## config.mk

```make
export PLATFORM = sky130hd
export DESIGN_NAME = mlink_ctrl
export DESIGN_NICKNAME = d
export VERILOG_FILES = /design/src/rtl/mlink_pkg.sv /design/src/rtl/mlink_framer.sv /design/src/rtl/mlink_session.sv /design/src/rtl/mlink_ctrl.sv
export SDC_FILE = /design/constraint.sdc
export NUM_CORES = 1
export LEC_CHECK = 0
export BUFFER_PORTS_ARGS = -buffer_cell sky130_fd_sc_hd__buf_2
export CAP_MARGIN = 20
export CORE_MARGIN = 4
export CORE_UTILIZATION = 50
export CTS_CLUSTER_SIZE = 25
export DETAILED_ROUTE_END_ITERATION = 8
export PLACE_DENSITY = 0.7
export SLEW_MARGIN = 30
export SYNTH_ARGS = -nofsm -noshare
export SYNTH_HDL_FRONTEND = slang
export SYNTH_SLANG_ARGS = --single-unit
```

## constraint.sdc

```tcl
create_clock -name clk -period 2.7 [get_ports clk]
set_clock_uncertainty 0.1 [all_clocks]
set_input_delay 0.54 -clock clk [delete_from_list [all_inputs] [get_ports clk]]
set_output_delay 0.54 -clock clk [all_outputs]
set_load 0.02 [all_outputs]
```

## src/rtl/mlink_pkg.sv

```systemverilog
package mlink_pkg;
  localparam int SYNC_W = 8;
  localparam int HDR_W  = 4;
  localparam int DATA_W = 8;
  localparam int FRAME_W = SYNC_W + HDR_W + DATA_W;

  localparam logic [SYNC_W-1:0] SYNC_PAT  = 8'hB4;
  localparam logic [HDR_W-1:0]  HDR_REQ   = 4'h1;
  localparam logic [HDR_W-1:0]  HDR_ACK   = 4'h2;
  localparam logic [HDR_W-1:0]  HDR_SEND  = 4'h3;
  localparam logic [HDR_W-1:0]  HDR_CLOSE = 4'h4;

  typedef enum logic [1:0] {SES_OFF, SES_WAIT, SES_COMM, SES_CLOSE} ses_t;

  // Number of bits in a frame with or without the data field.
  function automatic int frame_len(input logic with_data);
    return with_data ? FRAME_W : (SYNC_W + HDR_W);
  endfunction

  // Bits at index SYNC_W and above are spread.
  function automatic logic spread_on(input int bit_idx);
    return bit_idx >= SYNC_W;
  endfunction

  function automatic logic chip_out(input logic b, input logic spr, input logic code);
    return b ^ (spr & code);
  endfunction
endpackage

```

## src/rtl/mlink_framer.sv

```systemverilog
module mlink_framer
  import mlink_pkg::*;
#(
  parameter int SF = 4
) (
  input  logic              clk,
  input  logic              rst_n,
  input  logic              start,
  input  logic [HDR_W-1:0]  hdr,
  input  logic              has_data,
  input  logic [DATA_W-1:0] data,
  input  logic              code_chip,
  output logic              tx_chip,
  output logic              active
);
  localparam int CW = (SF > 1) ? $clog2(SF) : 1;
  localparam int BW = $clog2(FRAME_W + 1);

  logic [FRAME_W-1:0] shreg;
  logic [BW-1:0]      bit_idx;
  logic [BW-1:0]      nbits;
  logic [CW-1:0]      chip_cnt;

  logic chip_last, bit_last, cur_spread;
  assign chip_last  = (chip_cnt == CW'(SF - 1));
  assign bit_last   = (bit_idx == nbits - BW'(1));
  assign cur_spread = spread_on(int'(bit_idx));

  always_ff @(posedge clk) begin
    if (!rst_n) begin
      active   <= 1'b0;
      shreg    <= '0;
      bit_idx  <= '0;
      nbits    <= '0;
      chip_cnt <= '0;
    end else if (start && !active) begin
      active   <= 1'b1;
      shreg    <= {SYNC_PAT, hdr, (has_data ? data : {DATA_W{1'b0}})};
      nbits    <= BW'(frame_len(has_data));
      bit_idx  <= '0;
      chip_cnt <= '0;
    end else if (active) begin
      if (chip_last) begin
        chip_cnt <= '0;
        if (bit_last) begin
          active <= 1'b0;
        end else begin
          bit_idx <= bit_idx + BW'(1);
          shreg   <= {shreg[FRAME_W-2:0], 1'b0};
        end
      end else begin
        chip_cnt <= chip_cnt + CW'(1);
      end
    end
  end

  assign tx_chip = active & chip_out(shreg[FRAME_W-1], cur_spread, code_chip);

  AST_CHIP_BOUND: assert property (@(posedge clk) disable iff (!rst_n)
    active |-> (int'(chip_cnt) < SF));
  AST_RISE_FROM_START: assert property (@(posedge clk) disable iff (!rst_n)
    $rose(active) |-> $past(start));
  AST_IDLE_QUIET: assert property (@(posedge clk) disable iff (!rst_n)
    !active |-> !tx_chip);
endmodule

```

## src/rtl/mlink_session.sv

```systemverilog
module mlink_session
  import mlink_pkg::*;
#(
  parameter int ACK_WAIT = 64
) (
  input  logic              clk,
  input  logic              rst_n,
  input  logic              sw_on,
  input  logic              key_stb,
  input  logic [DATA_W-1:0] key_data,
  input  logic              ack_seen,
  input  logic              echo_seen,
  input  logic [DATA_W-1:0] echo_data,
  input  logic              busy,
  output logic              fr_start,
  output logic [HDR_W-1:0]  fr_hdr,
  output logic              fr_has_data,
  output logic [DATA_W-1:0] fr_data,
  output logic              link_led,
  output logic [DATA_W-1:0] disp_data,
  output logic              disp_valid
);
  localparam int TW = $clog2(ACK_WAIT + 1);

  ses_t              state;
  logic [TW-1:0]     timer;
  logic              pend;
  logic [DATA_W-1:0] pbyte;

  // Named events for the checks below.
  logic in_comm, ack_take, timeout_hit, key_take, key_drop, go_down;
  assign in_comm     = (state == SES_COMM) && sw_on;
  assign ack_take    = (state == SES_WAIT) && sw_on && ack_seen;
  assign timeout_hit = (state == SES_WAIT) && sw_on && !ack_seen && !busy && (timer == TW'(ACK_WAIT));
  assign key_take    = in_comm && key_stb && !pend;
  assign key_drop    = in_comm && key_stb && pend;
  assign go_down     = !sw_on && ((state == SES_WAIT) || (state == SES_COMM));

  always_comb begin
    fr_start    = 1'b0;
    fr_hdr      = HDR_REQ;
    fr_has_data = 1'b0;
    fr_data     = pbyte;
    case (state)
      SES_OFF:   fr_start = sw_on && !busy;
      SES_WAIT:  fr_start = timeout_hit;
      SES_COMM: begin
        fr_start    = in_comm && pend && !busy;
        fr_hdr      = HDR_SEND;
        fr_has_data = 1'b1;
      end
      SES_CLOSE: begin
        fr_start = !busy;
        fr_hdr   = HDR_CLOSE;
      end
      default: fr_start = 1'b0;
    endcase
  end

  always_ff @(posedge clk) begin
    if (!rst_n) begin
      state      <= SES_OFF;
      timer      <= '0;
      pend       <= 1'b0;
      pbyte      <= '0;
      link_led   <= 1'b0;
      disp_data  <= '0;
      disp_valid <= 1'b0;
    end else begin
      case (state)
        SES_OFF: if (fr_start) begin
          state <= SES_WAIT;
          timer <= '0;
        end
        SES_WAIT: begin
          if (!sw_on) state <= SES_CLOSE;
          else if (ack_take) begin
            state    <= SES_COMM;
            link_led <= 1'b1;
          end else if (!busy) begin
            timer <= timeout_hit ? '0 : timer + TW'(1);
          end
        end
        SES_COMM: begin
          if (!sw_on) state <= SES_CLOSE;
          if (echo_seen && sw_on) begin
            disp_data  <= echo_data;
            disp_valid <= 1'b1;
          end
          if (key_take) begin
            pend  <= 1'b1;
            pbyte <= key_data;
          end else if (fr_start) begin
            pend <= 1'b0;
          end
        end
        SES_CLOSE: if (fr_start) state <= SES_OFF;
        default: state <= SES_OFF;
      endcase
      if (go_down) begin
        link_led   <= 1'b0;
        disp_valid <= 1'b0;
        disp_data  <= '0;
        pend       <= 1'b0;
      end
    end
  end

  AST_LED_MODE: assert property (@(posedge clk) disable iff (!rst_n)
    link_led |-> (state == SES_COMM));
  AST_ACK_LIGHTS: assert property (@(posedge clk) disable iff (!rst_n)
    ack_take |=> link_led);
  AST_OFF_DARK: assert property (@(posedge clk) disable iff (!rst_n)
    (state == SES_OFF) |-> (!link_led && !disp_valid && !pend));
  AST_DROP_KEEPS: assert property (@(posedge clk) disable iff (!rst_n)
    key_drop && !fr_start |=> pend && $stable(pbyte));
  AST_SEND_ONLY_COMM: assert property (@(posedge clk) disable iff (!rst_n)
    (fr_start && fr_has_data) |-> in_comm);
endmodule

```

## src/rtl/mlink_ctrl.sv

```systemverilog
module mlink_ctrl
  import mlink_pkg::*;
#(
  parameter int SF       = 4,
  parameter int ACK_WAIT = 64
) (
  input  logic       clk,
  input  logic       rst_n,
  input  logic       sw_on,
  input  logic       key_stb,
  input  logic [7:0] key_data,
  input  logic       ack_seen,
  input  logic       echo_seen,
  input  logic [7:0] echo_data,
  input  logic       code_chip,
  output logic       tx_chip,
  output logic       link_led,
  output logic [7:0] disp_data,
  output logic       disp_valid,
  output logic       busy
);
  logic              fr_start, fr_has_data;
  logic [HDR_W-1:0]  fr_hdr;
  logic [DATA_W-1:0] fr_data;

  mlink_session #(.ACK_WAIT(ACK_WAIT)) u_ses (
    .clk(clk), .rst_n(rst_n), .sw_on(sw_on),
    .key_stb(key_stb), .key_data(key_data),
    .ack_seen(ack_seen), .echo_seen(echo_seen), .echo_data(echo_data),
    .busy(busy),
    .fr_start(fr_start), .fr_hdr(fr_hdr), .fr_has_data(fr_has_data), .fr_data(fr_data),
    .link_led(link_led), .disp_data(disp_data), .disp_valid(disp_valid)
  );

  mlink_framer #(.SF(SF)) u_frm (
    .clk(clk), .rst_n(rst_n), .start(fr_start), .hdr(fr_hdr),
    .has_data(fr_has_data), .data(fr_data), .code_chip(code_chip),
    .tx_chip(tx_chip), .active(busy)
  );

  AST_START_IDLE: assert property (@(posedge clk) disable iff (!rst_n)
    fr_start |-> !busy);
endmodule

```

==> results.py <==
metrics = {
    "cts": {
        "root_buffer": "clkbuf_8",
        "cts_buffers": 9,
        "insertion_delay_ps": 330,
        "clk_pin_slew_ps": 60,
        "postCtsSetupRepairBufs": 0,
        "cts_buffer_depth": 2,
        "cts.sinks": 59,
        "cts_hold_buf": 0,
        "ctsResizeCount": 0,
        "tritoncts": "done",
        "htree_levels": 3,
    },
    "setup_path": {
        "ff2ff_setup_slack_ps": 320,
        "path_cells": "inv_1 > ha_1 > inv_1 > a31oi_1 > o32a_1 > or3_1 > a21oi_1",
        "crit_buf_inv": 2,
        "slowest_delay_ps": 510,
        "crit_family": "compound AO/OA/AOI/OAI gates",
        "startpoint_type": "register",
        "critPathLaunch": "u_ses.state[1]",
        "rr_endpoint": "u_ses.timer[4]",
        "critical_path_peak_fanout": 11,
        "endpoint_kind": "register",
        "r2r-start": "u_ses.state[1]",
        "reg2regPathDepth": 7,
        "path_depth": 7,
        "cp_common_cell": "inv_1",
        "crit_slowest_cell": "o32a_1",
        "crit_required_ps": 2860,
        "worstPathArrival_ps": 2540,
        "cp-endpoint": "u_ses.timer[4]",
        "critical_path_class": "reg2reg",
    },
    "run": {
        "maxCapViolations": 0,
    },
    "grt": {
        "globalRoute.totalOverflow": 0,
        "antenna_found_initial": 0,
        "grt_max_degree": 24,
        "grt_pass1_wl_mm": 8.687,
        "grt_pass1_vias": 2029,
        "groute.usage.overall_pct": 16.42,
    },
    "yosys": {
        "ys_seq_area_share_pct": 42.43,
        "synth_edf_count": 0,
        "dominantRegCellSynth": "dfxtp_1",
        "netlist_area_mm2": 0.002784,
        "async_reset_ff_share_pct": 0,
        "yosysTopAreaCellShare_pct": 42.43,
        "yosys-top-cells-area": "dfxtp_1 (42%), mux2i_1 (5.8%), nand2_1 (5.7%)",
        "ys_ff_latch": 59,
        "post_synth.cell_area_avg_um2": 9.098,
        "synth_largest_area_cell": "dfxtp_1",
        "synthCells": 306,
        "synthesis.nets": 341,
        "synth_warnings": 0,
        "ys_types": 47,
    },
    "final_layout": {
        "num_antenna_cells": 0,
        "fillers": 474,
        "fin_cells": 416,
        "final_common_cell": "dfxtp_1",
        "final_layout_size_suffix_gt1_share_pct": 18.21,
        "mostFrequentLayoutCells": "dfxtp_1 (59), nand2_1 (42), buf_2 (34), a21oi_1 (22), nor2_1 (20)",
        "nNetsFinal": 376,
        "area_delta_synth_final_pct": 13.48,
    },
    "die": {
        "num_rows": 26,
        "pin_count": 35,
        "die_h_um": 82.62,
        "chipWidth_um": 82.62,
        "dieArea_mm2": 0.006825,
        "core_area_mm2": 0.005238,
        "initial_core_util_pct": 53.15,
    },
    "outcome": {
        "run_status": "finished clean",
    },
    "drt": {
        "dr_wl_met3_um": 282,
        "highest_layer": "met4",
        "drtAntennaViolNets": 0,
        "wl_met2_mm": 2.398,
        "wirelength_met1_mm": 2.356,
        "wire_per_inst_um": 12.20,
        "vias": 2155,
        "drc_errors": 0,
        "drt_iter0_drc": 93,
        "via_per_inst": 5.180,
        "drtPass1Iterations": 4,
        "wirelength_mm": 5.075,
    },
    "timing": {
        "slew_violations": 0,
        "setup_viol": 0,
        "relSlewSlack_pct": 59.33,
        "rsz0062_at_grt": "no",
        "fmax_ghz": 0.4203,
        "period_share_pct": 88.11,
        "tightest_slew_ps": 603.7,
        "setup_tns_ps": 0,
        "finalHoldViolations": 0,
        "holdWs_ps": 342.2,
        "period_needed_ps": 2379,
    },
    "hold_path": {
        "hp-class": "in2reg",
        "hold_depth": 3,
    },
    "power_and_ir_drop": {
        "ir_drop_mv": 0.5642,
        "power_density_mw_per_mm2": 765.3,
        "p_leak_nw": 1.233,
    },
    "placed_design": {
        "port_buffers": 34,
        "gp_congestion": 0.7594,
        "place_inst": 400,
        "hpwl_mm": 3.562,
    },
}
-- tightest hold or removal path: cells and delay by family --
kind | cells | cell delay [ps]
and+or+nand+nor | 1 | 40
AOI/OAI and AO/OA | 1 | 50
buffers and inverters | 1 | 90
-- stage by stage --
step	utilization, %	worst slack [ps]	total power (W)	area [µm²]
detailed placement	57.02	351.2	0.001736	2987
floorplan	-	580.6	0.001618	2784
CTS	60.32	335.3	0.002443	3159
global placement	57.02	449.8	0.001716	2987
finish	60.32	320.9	0.002418	3159
global route	60.32	146.1	0.002579	3159
-- routing by layer --
layer | GRT usage (%) | vias up
met5 | 0 | -
met4 | 3.922 | 0
met3 | 6.508 | 4
met2 | 26.84 | 49
met1 | 20.28 | 972
li1 | - | 1130
-- worst min path at each step --
| stage | from | to | slack (ps) |
|---|---|---|---|
| floorplan | u_ses.fr_data[1] | u_ses.fr_data[1] | 340 |
| global placement | u_ses.disp_data[3] | u_ses.disp_data[3] | 340 |
| detailed placement | u_ses.disp_data[3] | u_ses.disp_data[3] | 340 |
| CTS | echo_data[4] | u_ses.disp_data[4] | 330 |
| global route | echo_data[4] | u_ses.disp_data[4] | 340 |
| finish | echo_data[3] | u_ses.disp_data[3] | 340 |
-- power by group --
part | leakage, nW | total (W) | switching, W | internal (W)
Sequential | 0.479 | 0.00108 | 0.0000792 | 0.000996
Clock | 0.0905 | 0.000704 | 0.000323 | 0.000381
Combinational | 0.663 | 0.000638 | 0.000363 | 0.000275
Total | 1.23 | 0.00242 | 0.000765 | 0.00165
-- Yosys cell counts, types with 3 or more instances --
master,count
nor2_1,20
nand2_1,42
nand2b_1,7
or3_1,3
nand3_1,4
xor2_1,6
mux2i_1,16
buf_6,4
o21ai_0,15
and3_1,3
nand3b_1,6
clkbuf_1,8
buf_4,4
o311a_1,4
and2_1,8
ha_1,12
a21boi_0,13
dfxtp_1,59
inv_1,13
nand4_1,3
a21oi_1,22
-- flip-flops by register name, summed over array words and instances, names as in the netlist --
name / count
u_frm.nbits: 3
u_ses.state: 2
u_ses.pend: 1
u_frm.bit_idx: 5
u_frm.shreg: 20
u_frm.active: 1
u_frm.chip_cnt: 2
u_ses.timer: 7
u_ses.disp_valid: 1
u_ses.link_led: 1
u_ses.fr_data: 8
u_ses.disp_data: 8
-- kinds of logic after synthesis --
logic type | count (synthesis) | share of synthesized area, %
AO/OA/AOI/OAI | 74 | 17.80
XOR/XNOR | 9 | 3.326
adder cells (fa/ha/maj) | 12 | 5.393
buffers and inverters | 31 | 5.888
flip-flops | 59 | 42.43
multiplexers | 16 | 5.753
AND/OR/NAND/NOR | 105 | 19.42
-- cell type report --
type / instances / area [µm²] / share of cell area [%]
multi-input combinational: 216 / 1439 / 45.54
sequential: 59 / 1181 / 37.39
timing repair buffer: 42 / 230.2 / 7.287
clock buffer: 14 / 162.7 / 5.149
tap: 70 / 87.58 / 2.772
inverter: 13 / 48.80 / 1.545
clock inverter: 2 / 10.01 / 0.3168
No activity file was read; power rests on OpenSTA's default activity.
